File: src/rtl/rtg_pkg.sv
// Package: shared widths, register addresses and the timing-set record
// for the raster timing generator. Assumes 12-bit counters fit all modes.
package rtg_pkg;
    parameter int RTG_CW    = 12;  // width of every porch, sync and size field
    parameter int RTG_VSW_W = 4;   // width of the vertical sync field
    parameter int RTG_AW    = 4;   // register address width
    parameter int RTG_DW    = 32;  // register data width
    parameter int RTG_HI    = 16;  // LSB of the upper field in packed words

    typedef enum logic [RTG_AW-1:0] {
        A_HPORCH   = 4'd0,
        A_HSYNC    = 4'd1,
        A_VPORCH   = 4'd2,
        A_VSYNC    = 4'd3,
        A_SIZE     = 4'd4,
        A_POL      = 4'd5,
        A_CTRL     = 4'd6,
        A_IRQ_EN   = 4'd7,
        A_IRQ_STAT = 4'd8,
        A_IRQ_CLR  = 4'd9
    } rtg_addr_e;

    typedef struct packed {
        logic [RTG_CW-1:0]    h_fp;
        logic [RTG_CW-1:0]    h_bp;
        logic [RTG_CW-1:0]    h_sw_m1;
        logic [RTG_CW-1:0]    h_act_m1;
        logic [RTG_CW-1:0]    v_fp;
        logic [RTG_CW-1:0]    v_bp;
        logic [RTG_VSW_W-1:0] v_sw_m1;
        logic [RTG_CW-1:0]    v_act_m1;
        logic                 h_neg;
        logic                 v_neg;
    } rtg_timing_t;
endpackage

File: src/rtl/rtg_axis.sv
// Module: one timing axis (pixels of a line or lines of a frame).
// Counts a position through active, front porch, sync and back porch and
// flags the region it is in. Zero-length porches are allowed. Assumes the
// limits only change while the position is 0 (at a frame boundary).
module rtg_axis
    import rtg_pkg::*;
(
    input  logic              clk,
    input  logic              rst_n,
    input  logic              run,        // generator enabled
    input  logic              step,       // advance by one position
    input  logic [RTG_CW-1:0] act_m1,     // active length minus one
    input  logic [RTG_CW-1:0] fp,         // front porch length
    input  logic [RTG_CW-1:0] sw_m1,      // sync length minus one
    input  logic [RTG_CW-1:0] bp,         // back porch length
    output logic [RTG_CW+1:0] pos,        // current position
    output logic              in_act,
    output logic              in_sync,
    output logic              last        // position is the final one
);
    localparam int PW = RTG_CW + 2;

    logic [PW-1:0] act_end, fp_end, sync_end, total_m1;

    // Region boundaries derived from the current limits.
    always_comb begin : p_bounds
        act_end  = PW'(act_m1) + PW'(1);
        fp_end   = act_end + PW'(fp);
        sync_end = fp_end + PW'(sw_m1) + PW'(1);
        total_m1 = sync_end + PW'(bp) - PW'(1);
    end

    // Position counter: held at 0 when stopped, wraps after the last slot.
    always_ff @(posedge clk) begin : p_pos
        if (!rst_n || !run) begin
            pos <= '0;
        end else if (step) begin
            pos <= last ? '0 : pos + PW'(1);
        end
    end

    assign last    = (pos == total_m1);
    assign in_act  = (pos < act_end);
    assign in_sync = (pos >= fp_end) && (pos < sync_end);

    AST_POS_IN_FRAME: assert property (@(posedge clk) disable iff (!rst_n)
        run |-> (pos <= total_m1));

    AST_STOP_CLEARS: assert property (@(posedge clk) disable iff (!rst_n)
        !run |=> (pos == '0));
endmodule

File: src/rtl/rtg_regs.sv
// Module: register file of the timing generator. Holds the shadow and
// active timing sets, control bits and the frame interrupt. The active set
// follows the shadow set while stopped and is refreshed only on the
// frame-end strobe while running. Reads are combinational.
module rtg_regs
    import rtg_pkg::*;
#(
    parameter int FMT_W   = 3,
    parameter int FMT_LSB = 4
) (
    input  logic              clk,
    input  logic              rst_n,
    input  logic              wr_en,
    input  logic [RTG_AW-1:0] wr_addr,
    input  logic [RTG_DW-1:0] wr_data,
    input  logic [RTG_AW-1:0] rd_addr,
    output logic [RTG_DW-1:0] rd_data,
    input  logic              frame_end,
    output rtg_timing_t       act,
    output logic              gen_en,
    output logic              gate_en,
    output logic [FMT_W-1:0]  fmt,
    output logic              irq
);
    localparam logic [RTG_VSW_W-1:0] VSW_MAX = RTG_VSW_W'((2 ** RTG_VSW_W) - 2);
    localparam logic [RTG_CW-1:0]    VSW_LIM = RTG_CW'(VSW_MAX);

    rtg_timing_t sh;
    logic        irq_en, irq_raw, clr_hit;

    assign clr_hit = wr_en && (wr_addr == A_IRQ_CLR) && wr_data[0];

    // Capture software writes into the shadow set and control bits.
    always_ff @(posedge clk) begin : p_shadow
        if (!rst_n) begin
            sh      <= '0;
            gen_en  <= 1'b0;
            gate_en <= 1'b0;
            fmt     <= '0;
            irq_en  <= 1'b0;
        end else if (wr_en) begin
            case (wr_addr)
                A_HPORCH: begin
                    sh.h_bp <= wr_data[RTG_HI +: RTG_CW];
                    sh.h_fp <= wr_data[0 +: RTG_CW];
                end
                A_HSYNC:  sh.h_sw_m1 <= wr_data[0 +: RTG_CW];
                A_VPORCH: begin
                    sh.v_bp <= wr_data[RTG_HI +: RTG_CW];
                    sh.v_fp <= wr_data[0 +: RTG_CW];
                end
                A_VSYNC:  sh.v_sw_m1 <= (wr_data[0 +: RTG_CW] > VSW_LIM) ?
                                        VSW_MAX : wr_data[0 +: RTG_VSW_W];
                A_SIZE: begin
                    sh.v_act_m1 <= wr_data[RTG_HI +: RTG_CW];
                    sh.h_act_m1 <= wr_data[0 +: RTG_CW];
                end
                A_POL: begin
                    sh.h_neg <= wr_data[0];
                    sh.v_neg <= wr_data[1];
                end
                A_CTRL: begin
                    gen_en  <= wr_data[0];
                    gate_en <= wr_data[1];
                    fmt     <= wr_data[FMT_LSB +: FMT_W];
                end
                A_IRQ_EN: irq_en <= wr_data[0];
                default: ;
            endcase
        end
    end

    // Active set: follows the shadow while stopped, else only at frame end.
    always_ff @(posedge clk) begin : p_active
        if (!rst_n) begin
            act <= '0;
        end else if (!gen_en || frame_end) begin
            act <= sh;
        end
    end

    // Pending frame flag: set by the strobe, cleared by a write of one.
    always_ff @(posedge clk) begin : p_irq
        if (!rst_n) begin
            irq_raw <= 1'b0;
        end else if (frame_end) begin
            irq_raw <= 1'b1;
        end else if (clr_hit) begin
            irq_raw <= 1'b0;
        end
    end

    assign irq = irq_raw && irq_en;

    // Read multiplexer over the shadow set, control and interrupt state.
    always_comb begin : p_read
        rd_data = '0;
        case (rd_addr)
            A_HPORCH: begin
                rd_data[RTG_HI +: RTG_CW] = sh.h_bp;
                rd_data[0 +: RTG_CW]      = sh.h_fp;
            end
            A_HSYNC:  rd_data[0 +: RTG_CW]    = sh.h_sw_m1;
            A_VPORCH: begin
                rd_data[RTG_HI +: RTG_CW] = sh.v_bp;
                rd_data[0 +: RTG_CW]      = sh.v_fp;
            end
            A_VSYNC:  rd_data[0 +: RTG_VSW_W] = sh.v_sw_m1;
            A_SIZE: begin
                rd_data[RTG_HI +: RTG_CW] = sh.v_act_m1;
                rd_data[0 +: RTG_CW]      = sh.h_act_m1;
            end
            A_POL:    rd_data[1:0] = {sh.v_neg, sh.h_neg};
            A_CTRL: begin
                rd_data[0]                 = gen_en;
                rd_data[1]                 = gate_en;
                rd_data[FMT_LSB +: FMT_W]  = fmt;
            end
            A_IRQ_EN:   rd_data[0] = irq_en;
            A_IRQ_STAT: rd_data[0] = irq_raw && irq_en;
            default: ;
        endcase
    end

    AST_VSW_CEILING: assert property (@(posedge clk) disable iff (!rst_n)
        sh.v_sw_m1 <= VSW_MAX);

    AST_ACTIVE_HELD: assert property (@(posedge clk) disable iff (!rst_n)
        (gen_en && !frame_end) |=> $stable(act));

    AST_CLEAR_WORKS: assert property (@(posedge clk) disable iff (!rst_n)
        (clr_hit && !frame_end) |=> !irq_raw);

    AST_SET_WINS: assert property (@(posedge clk) disable iff (!rst_n)
        frame_end |=> irq_raw);
endmodule

File: src/rtl/rtg_top.sv
// Module: raster timing generator top. Joins the register file with a
// pixel axis and a line axis, applies polarity, builds data-enable and
// coordinates, and gates pixel data. Assumes one pixel per clock.
module rtg_top
    import rtg_pkg::*;
#(
    parameter int PIX_W = 24,
    parameter int FMT_W = 3
) (
    input  logic              clk,
    input  logic              rst_n,
    input  logic              wr_en,
    input  logic [RTG_AW-1:0] wr_addr,
    input  logic [RTG_DW-1:0] wr_data,
    input  logic [RTG_AW-1:0] rd_addr,
    output logic [RTG_DW-1:0] rd_data,
    input  logic [PIX_W-1:0]  pix_in,
    output logic [PIX_W-1:0]  pix_out,
    output logic              de,
    output logic              hsync,
    output logic              vsync,
    output logic [RTG_CW-1:0] pix_x,
    output logic [RTG_CW-1:0] pix_y,
    output logic              frame_end,
    output logic              irq,
    output logic [FMT_W-1:0]  fmt_out
);
    rtg_timing_t       act;
    logic              gen_en, gate_en;
    logic [RTG_CW+1:0] h_pos, v_pos;
    logic              h_act, h_sync, h_last;
    logic              v_act, v_sync, v_last;
    logic [RTG_CW-1:0] v_sw_ext;

    assign v_sw_ext = RTG_CW'(act.v_sw_m1);

    rtg_regs #(.FMT_W(FMT_W)) u_regs (
        .clk       (clk),
        .rst_n     (rst_n),
        .wr_en     (wr_en),
        .wr_addr   (wr_addr),
        .wr_data   (wr_data),
        .rd_addr   (rd_addr),
        .rd_data   (rd_data),
        .frame_end (frame_end),
        .act       (act),
        .gen_en    (gen_en),
        .gate_en   (gate_en),
        .fmt       (fmt_out),
        .irq       (irq)
    );

    rtg_axis u_haxis (
        .clk     (clk),
        .rst_n   (rst_n),
        .run     (gen_en),
        .step    (1'b1),
        .act_m1  (act.h_act_m1),
        .fp      (act.h_fp),
        .sw_m1   (act.h_sw_m1),
        .bp      (act.h_bp),
        .pos     (h_pos),
        .in_act  (h_act),
        .in_sync (h_sync),
        .last    (h_last)
    );

    rtg_axis u_vaxis (
        .clk     (clk),
        .rst_n   (rst_n),
        .run     (gen_en),
        .step    (h_last),
        .act_m1  (act.v_act_m1),
        .fp      (act.v_fp),
        .sw_m1   (v_sw_ext),
        .bp      (act.v_bp),
        .pos     (v_pos),
        .in_act  (v_act),
        .in_sync (v_sync),
        .last    (v_last)
    );

    // Raster outputs: enable-qualified regions, polarity, coordinates, gating.
    always_comb begin : p_outputs
        de        = gen_en && h_act && v_act;
        frame_end = gen_en && h_last && v_last;
        hsync     = (gen_en && h_sync) ^ act.h_neg;
        vsync     = (gen_en && v_sync) ^ act.v_neg;
        pix_x     = de ? h_pos[RTG_CW-1:0] : '0;
        pix_y     = de ? v_pos[RTG_CW-1:0] : '0;
        pix_out   = (gate_en && !de) ? '0 : pix_in;
    end

    AST_FE_SINGLE: assert property (@(posedge clk) disable iff (!rst_n)
        frame_end |=> !frame_end);

    AST_DE_NOT_IN_SYNC: assert property (@(posedge clk) disable iff (!rst_n)
        de |-> !(h_sync || v_sync));

    AST_RESTART_ORIGIN: assert property (@(posedge clk) disable iff (!rst_n)
        !gen_en |=> (h_pos == '0 && v_pos == '0));
endmodule

File: config.mk
export PLATFORM = sky130hd
export DESIGN_NAME = rtg_top
export DESIGN_NICKNAME = d
export VERILOG_FILES = /design/src/rtl/rtg_pkg.sv /design/src/rtl/rtg_axis.sv /design/src/rtl/rtg_regs.sv /design/src/rtl/rtg_top.sv
export SDC_FILE = /design/constraint.sdc
export NUM_CORES = 1
export LEC_CHECK = 0
export BUFFER_PORTS_ARGS = -buffer_cell sky130_fd_sc_hd__buf_2
export CORE_MARGIN = 2
export CORE_UTILIZATION = 62
export CTS_BUF_LIST = sky130_fd_sc_hd__clkbuf_8
export DETAILED_ROUTE_END_ITERATION = 8
export PLACE_DENSITY = 0.95
export RECOVER_POWER = 100
export SYNTH_ARGS = -nofsm -noshare
export SYNTH_HDL_FRONTEND = slang
export SYNTH_SLANG_ARGS = --single-unit
export TNS_END_PERCENT = 50
File: constraint.sdc
create_clock -name clk -period 7.9 [get_ports clk]
set_input_delay 0 -clock clk [delete_from_list [all_inputs] [get_ports clk]]
set_output_delay 0 -clock clk [all_outputs]
set_load 0.03 [all_outputs]
Word level (Yosys, flattened, before mapping):

Index checks and enable logic that the tools add are counted.

* add/subtract/negate cells: 14
* $lt $le $gt $ge: 7
* equal/unequal tests: 18
* mux-type cells: 13
* bitwise operators: 2
* reductions and logical operators: 29

Operator list (count)
* 14-bit by 12-bit adder with 14-bit output: 5
* 14-bit by 1-bit adder with 14-bit output, second input constant: 4
* 14-bit less-than comparator: 4
* 12-bit one-hot mux with 3 select lines: 1
* 4-bit by 3-bit equality test with 1-bit output, second input constant: 8
* 14-bit equality test: 2
* 14-bit >= comparator: 2
* 14-bit by 1-bit subtractor with 14-bit output, second input constant: 2
* 12-bit by 1-bit adder with 13-bit output, second input constant: 2
* 12-bit 2-to-1 mux: 2
* 24-bit 2-to-1 mux: 1
* 5-bit one-hot mux with 4 select lines: 1
* 4-bit by 2-bit equality test with 1-bit output, second input constant: 4
* 2-bit AND reduction: 8
* 3-bit one-hot mux with 5 select lines: 1
* 14-bit by 4-bit adder with 14-bit output: 1
* 14-bit 2-to-1 mux: 1
* 12-bit by 4-bit greater-than comparator with 1-bit output, second input constant: 1
* 1-bit logical AND: 12
* 2-bit one-hot mux with 5 select lines: 1
* 1-bit one-hot mux with 9 select lines: 1
* 4-bit by 1-bit equality test with 1-bit output, second input constant: 2
* 4-bit equality test, second input constant: 2
* 4-bit logical NOT: 2
* other kinds (8): 13

* bits in registers: 215
* bits of input ports: 67
* output and inout bits: 88
* word-level logic and storage cells: 110

Depth between registers and ports, before layout:

Gate-level depths: netlist of the first run.

* word-level depth: 10
* depth in mapped cells: 31
* mapped depth without buffers: 29

Modules after synthesis:

A second synthesis of the first run with hierarchy kept.

* cells, all modules: 2019
* area total of the unflattened synthesis: 16164.3 µm²

By module, submodules not included
* rtg_regs: times used 1, cells each 943, area each 7966.4 µm², sequential area each 3743.6 µm²
* rtg_axis (u_haxis): times used 1, cells each 507, area each 3868.7 µm², sequential area each 280.3 µm²
* rtg_axis (u_vaxis): times used 1, cells each 506, area each 3865.0 µm², sequential area each 280.3 µm²
* rtg_top: times used 1, cells each 63, area each 464.2 µm², sequential area each 0.0 µm²

Least setup slack after synthesis of the first run:

No wires, ideal clock.

* kind: register to register
* start point: reg u_regs.act[2] (netlist name)
* end point: reg u_regs.irq_raw
* library setup time: 0.060 ns
* data arrival time: 6.023 ns
* required time: 7.840 ns
* slack: 1.817 ns
* cell stages (with the launch flop): 25
* buffers on the path: 0
* period minus slack after synthesis: 6.083 ns
* path through: dfxtp_1 > ha_1 > inv_1 > fa_1 > inv_1 > ha_1 > nor2b_1 > o21a_1 > o21ai_0 > a2111oi_2 > nand2_1 > xnor2_1 > ha_1 > inv_1 > ha_1 > or4_1 > o21bai_1 > a221oi_1 > mux2i_1 > nand3_1 > xnor3_1 > xnor2_4 > nand4_1 > nor3_1 > o21a_1

* cells in the longest elaborated chain, start to end: 9
* elaborated cells between the ends (all ways): 10
* classes of those cells: add/sub (6); eq/ne (1); mux (1); reduce/logical (2)

RTL lines
* 12-bit by 1-bit adder with 13-bit output *: line rtg_axis.sv:27 `act_end = PW'(act_m1) + PW'(1);`
* 14-bit by 12-bit adder with 14-bit output *: line rtg_axis.sv:28 `fp_end = act_end + PW'(fp);`
* 14-bit by 4-bit adder with 14-bit output *: line rtg_axis.sv:29 `sync_end = fp_end + PW'(sw_m1) + PW'(1);`
* 14-bit by 1-bit adder with 14-bit output *: line rtg_axis.sv:29
* 14-bit by 12-bit adder with 14-bit output *: line rtg_axis.sv:30 `total_m1 = sync_end + PW'(bp) - PW'(1);`
* 14-bit by 1-bit subtractor with 14-bit output *: line rtg_axis.sv:30
* 14-bit equality test *: line rtg_axis.sv:42 `assign last = (pos == total_m1);`
* 1-bit logical AND *: line rtg_top.sv:86 `frame_end = gen_en && h_last && v_last;`
* named net frame_end: line rtg_top.sv:24 `output logic frame_end,`
* 1-bit 2-to-1 mux / 2-bit nonzero test (equally long branches)
* end signal: assignment: line rtg_regs.sv:85 `irq_raw <= 1'b0;`
* end signal: assignment: line rtg_regs.sv:87 `irq_raw <= 1'b1;`
* end signal: assignment: line rtg_regs.sv:89 `irq_raw <= 1'b0;`
* end: declaration: line rtg_regs.sv:29 `logic irq_en, irq_raw, clr_hit;`

The timed path passes the listed nets; every way through them passes the cells marked *.
A chain may end at the register's enable or synchronous reset.

Worst setup path after layout of the first run:

* start point: reg u_regs.act[42] (netlist name)
* end point: reg u_regs.act[29] (netlist name)

* cells in the longest elaborated chain, start to end: 10

RTL lines
* 12-bit by 1-bit adder with 13-bit output: line rtg_axis.sv:27
* 14-bit by 12-bit adder with 14-bit output: line rtg_axis.sv:28
* 14-bit by 12-bit adder with 14-bit output: line rtg_axis.sv:29
* 14-bit by 1-bit adder with 14-bit output: line rtg_axis.sv:29
* 14-bit by 12-bit adder with 14-bit output: line rtg_axis.sv:30
* 14-bit by 1-bit subtractor with 14-bit output: line rtg_axis.sv:30
* 14-bit equality test: line rtg_axis.sv:42
* 1-bit logical AND (2 in a row): line rtg_top.sv:86
* 1-bit logical OR: line rtg_regs.sv:77 `end else if (!gen_en || frame_end) begin`

No other way between the ends.

==> impl_metrics.ini, run 1 <==
[run_status]
status = finished, violations left
failed_checks = max-capacitance violations, max-slew violations

[die]
num_rows = 58
start_util = 0.631
coreArea_um2 = 25200
io_pins = 155
die_area_um2 = 26900
dieHeight_um = 164
die_x_um = 164

[synthesis]
synth_edf_count = 0
postSynthAreaPerCell_um2 = 8.07
ys_seq_elements = 215
yosys_warnings = 0
synth.distinct_cells = 81
syn_area_um2 = 15900
yosysSeqAreaShare = 0.271
synthFlopType = dfxtp_1
ys_async_sr_fraction = 0
netlist_instances = 1970

[grt]
met3_usage = 0.0667
grt.overflow.total = 0
grt_pass1_wl_mm = 74.6
top_usage_layer = met2
grt_max_degree = 151
antenna_found_initial = 0
grtUsageTotal = 0.346
use_met2 = 0.581
grt_pass1_vias = 14816
grt_use_met1 = 0.428

[finish]
syn_to_final_growth_pct = 10.9
mostFrequentLayoutCells = nand2_1 (387), dfxtp_1 (215), ha_1 (166)
drive_gt1_frac = 0.0910
mostFrequentLayoutCell = nand2_1
layout.cells.non_filler = 2451
finalNetCount = 2335
diodes = 0

[critical_path]
r2r_start = u_regs.act[42]
cp-startpoint = u_regs.act[42]
crit_fanout = 43
slowest_stage = a21oi_2
cp_data_required_time_ps = 8370
slowest_delay_ps = 720
critPathMostFrequentCell = ha_1
r2r-end = u_regs.act[29]
cp-endpoint = u_regs.act[29]
r2r_cells = 27
path_class = reg2reg
reg2reg_slack_ps = 430
crit_path_start_kind = register
crit_family = compound AO/OA/AOI/OAI gates
cp.depth = 27
cp-end-kind = register
crit_arrival_ps = 7930
cp.buffers_inverters = 2

[sta]
finalHoldViolCount = 0
worst_pin_slew_ps = 3480
fmax_mhz = 134
fin_crit_ps = 7470
clock_skew_ps = 29.0
slew_headroom = -1.34
setup_viol = 0
period_share = 0.945
layout_setup_ws_ps = 435
rsz0062_at_grt = false
setup_tns_ps = 0
slew_violations = 119

[placement]
gp_congestion = 0.925
dp_slack_ps = 924
portBuffers = 138
hpwl_mm = 33.6
dp_cells = 2359

[clocking]
clk_path_buf_depth = 3
cts_tree = done
clkLatencyLatePin_ps = 570
cts.repair.resized = 0
htreeDepth = 2
path_clk_slew_ps = 70
root_buffer = clkbuf_8
cts_buffers = 36
cts_setup_buffers = 0
cts_sinks = 215
hold_buffers = 29

[routing]
first_pass_iters = 7
post-route-drc-count = 0
drtIter0Drc = 1736
wirelength_mm = 47.3
vias = 15275
vias_per_cell = 6.23
ant_nets = 0
wl_per_cell_um = 19.3

[power]
sequentialPowerShare = 0.454
p_clk_frac = 0.417
p_sw_uw = 679
p_int_uw = 1750
p_per_area_nw_per_um2 = 138
peakVddDrop_v = 0.000139
pwr-share-comb = 0.129
p_leak_uw = 0.00735
swShare = 0.280
design_power_total_uw = 2430

[min_path]
hp-class = in2reg

[flow_run]
max_cap_viol_count = 5
## worst reg2reg max path, cell delays in order, from the launching register on
cell and delay, ps:
dfxtp_1 430, nand3_1 130, xnor2_1 300, ha_1 330, a21oi_1 210, nand2_1 110, xor2_1 170, ha_1 340
nand2_1 80, a211oi_1 420, nand2b_1 210, a21o_1 130, a21oi_1 80, xor2_1 170, ha_1 290, inv_1 40
ha_1 190, or3_1 430, o21bai_1 180, a31o_2 250, a311oi_1 450, a211o_1 210, xor2_1 70, or3_1 400
and3_1 220, a21oi_2 720, buf_6 530, mux2i_1 300
## how the worst min path moves through the flow
| stage | start | end | slack [ps] | depth (start not counted) |
|---|---|---|---|---|
| final | rst_n | u_regs.act[67] | 4 | 3 |
| after CTS | rst_n | u_regs.act[67] | 60 | 3 |
| after global placement | wr_data[20] | u_regs.sh[6] | 280 | 3 |
| after global routing | rst_n | u_regs.act[67] | 120 | 3 |
| after floorplan | wr_data[16] | u_regs.sh[18] | 140 | 2 |
| after detailed placement | wr_data[25] | u_regs.sh[11] | 280 | 3 |
## Yosys cell counts, types with 39 or more instances
| cell | number | area, µm² |
|---|---|---|
| nor3_1 | 39 | 195 |
| mux2i_1 | 119 | 1190 |
| ha_1 | 166 | 2080 |
| a21boi_0 | 81 | 608 |
| o21a_1 | 39 | 293 |
| a21oi_1 | 67 | 335 |
| nand3_1 | 43 | 215 |
| nor2_1 | 58 | 218 |
| dfxtp_1 | 215 | 4300 |
| inv_1 | 152 | 571 |
| o21ai_0 | 41 | 205 |
| clkbuf_1 | 73 | 274 |
| and2_1 | 57 | 357 |
| xor2_1 | 51 | 447 |
| nand2_1 | 387 | 1450 |
| xnor2_1 | 63 | 552 |
## cells by family (layout without fill, tap and decap cells)
group                    after synthesis  after routing  share of synthesized area
buffers and inverters                249            393                     0.0654
other                                  1              8                   0.000236
multiplexers                         124            124                     0.0799
XOR/XNOR                             117            117                     0.0670
AND/OR/NAND/NOR                      730            730                      0.216
flip-flops                           215            215                      0.271
adder cells (fa/ha/maj)              172            172                      0.138
AO/OA/AOI/OAI                        362            362                      0.162
## metrics by stage
stage          hold slack (ps)  instance area [µm²]  utilization
2_1_floorplan              145                15900            -
3_3_place_gp               276                16700        0.664
3_5_place_dp               280                16700        0.664
4_1_cts                   64.0                17700        0.704
5_1_grt                    121                17600        0.700
6_report                  3.82                17600        0.700
## power by group through the flow
stage | clock (µW) | combinational, µW | sequential [µW]
after floorplan | 0 | 229 | 1120
after global placement | 0 | 286 | 1130
after detailed placement | 0 | 296 | 1130
after CTS | 999 | 309 | 1100
after global routing | 1050 | 341 | 1100
final | 1010 | 314 | 1100
## routing by layer
| metal | vias to the layer above | share of wire | routed length, µm |
|---|---|---|---|
| met5 | - | 0 | 0 |
| met4 | 0 | 0.050 | 2350 |
| met3 | 199 | 0.11 | 5040 |
| met2 | 970 | 0.46 | 21500 |
| met1 | 7058 | 0.39 | 18400 |
| li1 | 7048 | - | - |
## sequential cells by signal, indices dropped and copies added, names as in the netlist
signal,count
u_haxis.pos,14
u_regs.act,90
u_regs.fmt,3
u_regs.gate_en,1
u_regs.gen_en,1
u_regs.irq_en,1
u_regs.irq_raw,1
u_regs.sh,90
u_vaxis.pos,14
## cell type report
| type | count | area (µm²) |
|---|---|---|
| clock buffer | 46 | 633 |
| tap | 330 | 413 |
| clock inverter | 17 | 88.8 |
| timing repair buffer | 177 | 1020 |
| multi-input combinational | 1513 | 10600 |
| inverter | 153 | 574 |
| fill | 1846 | 7560 |
| sequential | 215 | 4300 |
Power figures use the tool's default switching activity.
==> run 2, diff against run 1 <==
==> constraint.sdc (replaced) <==
create_clock -name clk -period 7.9 [get_ports clk]
set_input_delay 1.185 -clock clk [delete_from_list [all_inputs] [get_ports clk]]
set_output_delay 1.185 -clock clk [all_outputs]
set_load 0.03 [all_outputs]
==> impl_metrics.ini, run 2 (synthesis gave the netlist of run 1 again) <==
[run_status]
status = finished, violations left
failed_checks = max-capacitance violations, max-slew violations

[placement]
gp_congestion = 0.925
portBuffers = 138
dpl_cell_area_um2 = 16800
dp_slack_ps = 598
hpwl_mm = 33.7

[sta]
setup_viol = 0
clock_skew_ps = 26.1
period_share = 0.961
fin_crit_ps = 7590
hold_slack_ps = 460
slew_headroom = -1.44
worst_pin_slew_ps = 3660
finalHoldViolCount = 0
fmax_mhz = 132
slew_violations = 353
layout_setup_ws_ps = 310

[critical_path]
cp-end-kind = output port
path_class = reg2out
crit_path_start_kind = register
cp_data_required_time_ps = 6710
crit_fanout = 6
crit_arrival_ps = 6410

[routing]
first_pass_iters = 7
vias_per_cell = 6.17
wl_per_cell_um = 18.8
vias = 15012
post-route-drc-count = 0
wirelength_mm = 45.8
drtIter0Drc = 1635
ant_nets = 0

[die]
die_area_um2 = 26900
dieHeight_um = 164
coreArea_um2 = 25200
io_pins = 155
num_rows = 58
start_util = 0.631
die_x_um = 164

[clocking]
clkLatencyLatePin_ps = 540
cts_buffers = 37
clk_path_buf_depth = 3
cts_tree = done
root_buffer = clkbuf_8
hold_buffers = 0
path_clk_slew_ps = 60
cts_sinks = 215
htreeDepth = 2

[grt]
grtUsageTotal = 0.331
antenna_found_initial = 1
grt.overflow.total = 0
grt_pass1_wl_mm = 71.2
grt_pass1_vias = 14298
grt_max_degree = 108

[power]
peakVddDrop_v = 0.000161
p_leak_uw = 0.00729
p_per_area_nw_per_um2 = 142

[finish]
syn_to_final_growth_pct = 10.4
mostFrequentLayoutCell = nand2_1
diodes = 0
top_regs = u_regs.act x90, u_regs.sh x90
finalNetCount = 2318
final_cell_area_um2 = 17500
fillers = 1889
mostFrequentLayoutCells = nand2_1 (387), dfxtp_1 (213), ha_1 (165)
drive_gt1_frac = 0.105

[min_path]
hp-class = reg2reg

[flow_run]
max_cap_viol_count = 6
## run 2: cell types whose count changed in the layout (fill, tap and decap cells not counted), moves of 3 or more
cell / delta
clkinvlp_4: +3
nor3_1: -3
xor2_2: +3
buf_4: +3
dlygate4sd3_1: -29
xnor2_1: -3
clkbuf_1: +7
inv_1: -4
xnor2_2: +3
xor2_1: -3
buf_6: -3
## run 2: repair_timing
item,in CTS,in global routing
gates resized for setup,0,21
setup endpoints to repair,0,1
setup buffers,0,4
## run 2: layer usage
metal / GRT usage / vias to the layer above / part of all wire
met3: 0.0540 / 160 / 0.099
met4: 0.127 / 2 / 0.038
met5: 0 / - / 0.00024
met1: 0.427 / 6995 / 0.40
met2: 0.555 / 847 / 0.46
li1: - / 7008 / -
## run 2: final timing paths
kind,start,end,slack (ps),depth (start not counted)
worst min-delay path,u_regs.act[19],u_regs.act[19],460,2
worst min register to register,u_regs.act[19],u_regs.act[19],460,2
worst max-delay path,u_regs.act[44],frame_end,310,26
worst max register to register,u_regs.act[2],u_regs.act[7],480,24
## run 2: layout make-up
class,instances,area (µm²),area share
Sequential cell,215,4310,0.246
Inverter,153,574,0.0327
Timing Repair Buffer,159,766,0.0437
Multi-Input combinational cell,1513,10700,0.610
Clock buffer,47,647,0.0369
Tap cell,330,413,0.0235
Clock inverter,16,135,0.00770
## run 2: report_power, final
part           internal (µW)  switching (µW)
Clock                    601             475
Sequential              1090            9.87
Combinational            132             187
## run 2: worst max-delay path, cell delays in order, from the launching register on
cell and delay [ps]:
dfxtp_2 380, nand3_1 130, xnor2_2 200, ha_1 290, a21oi_1 250, nand2_1 130
a21o_1 190, a21o_1 210, xor2_2 230, ha_4 260, and2_1 160, a311o_1 350
o31a_1 280, a21oi_2 210, xnor2_2 180, xnor2_1 150, ha_1 310, xnor2_2 180
nor2b_1 150, nor4_1 260, nand3_1 110, nor3_1 200, nand4b_1 170, nor3_2 280
nand3_2 150, nor3_2 210, buf_4 200
## run 2: metrics by stage
| step | TNS (ps) | instances | utilization | total power, µW |
|---|---|---|---|---|
| finish | 0 | 2433 | 0.697 | 2500 |
| detailed placement | 0 | 2366 | 0.667 | 1420 |
| global placement | 0 | 2366 | 0.667 | 1410 |
| CTS | 0 | 2429 | 0.698 | 2480 |
| global route | -54.4 | 2433 | 0.697 | 2570 |
| floorplan | 0 | 1977 | - | 1350 |
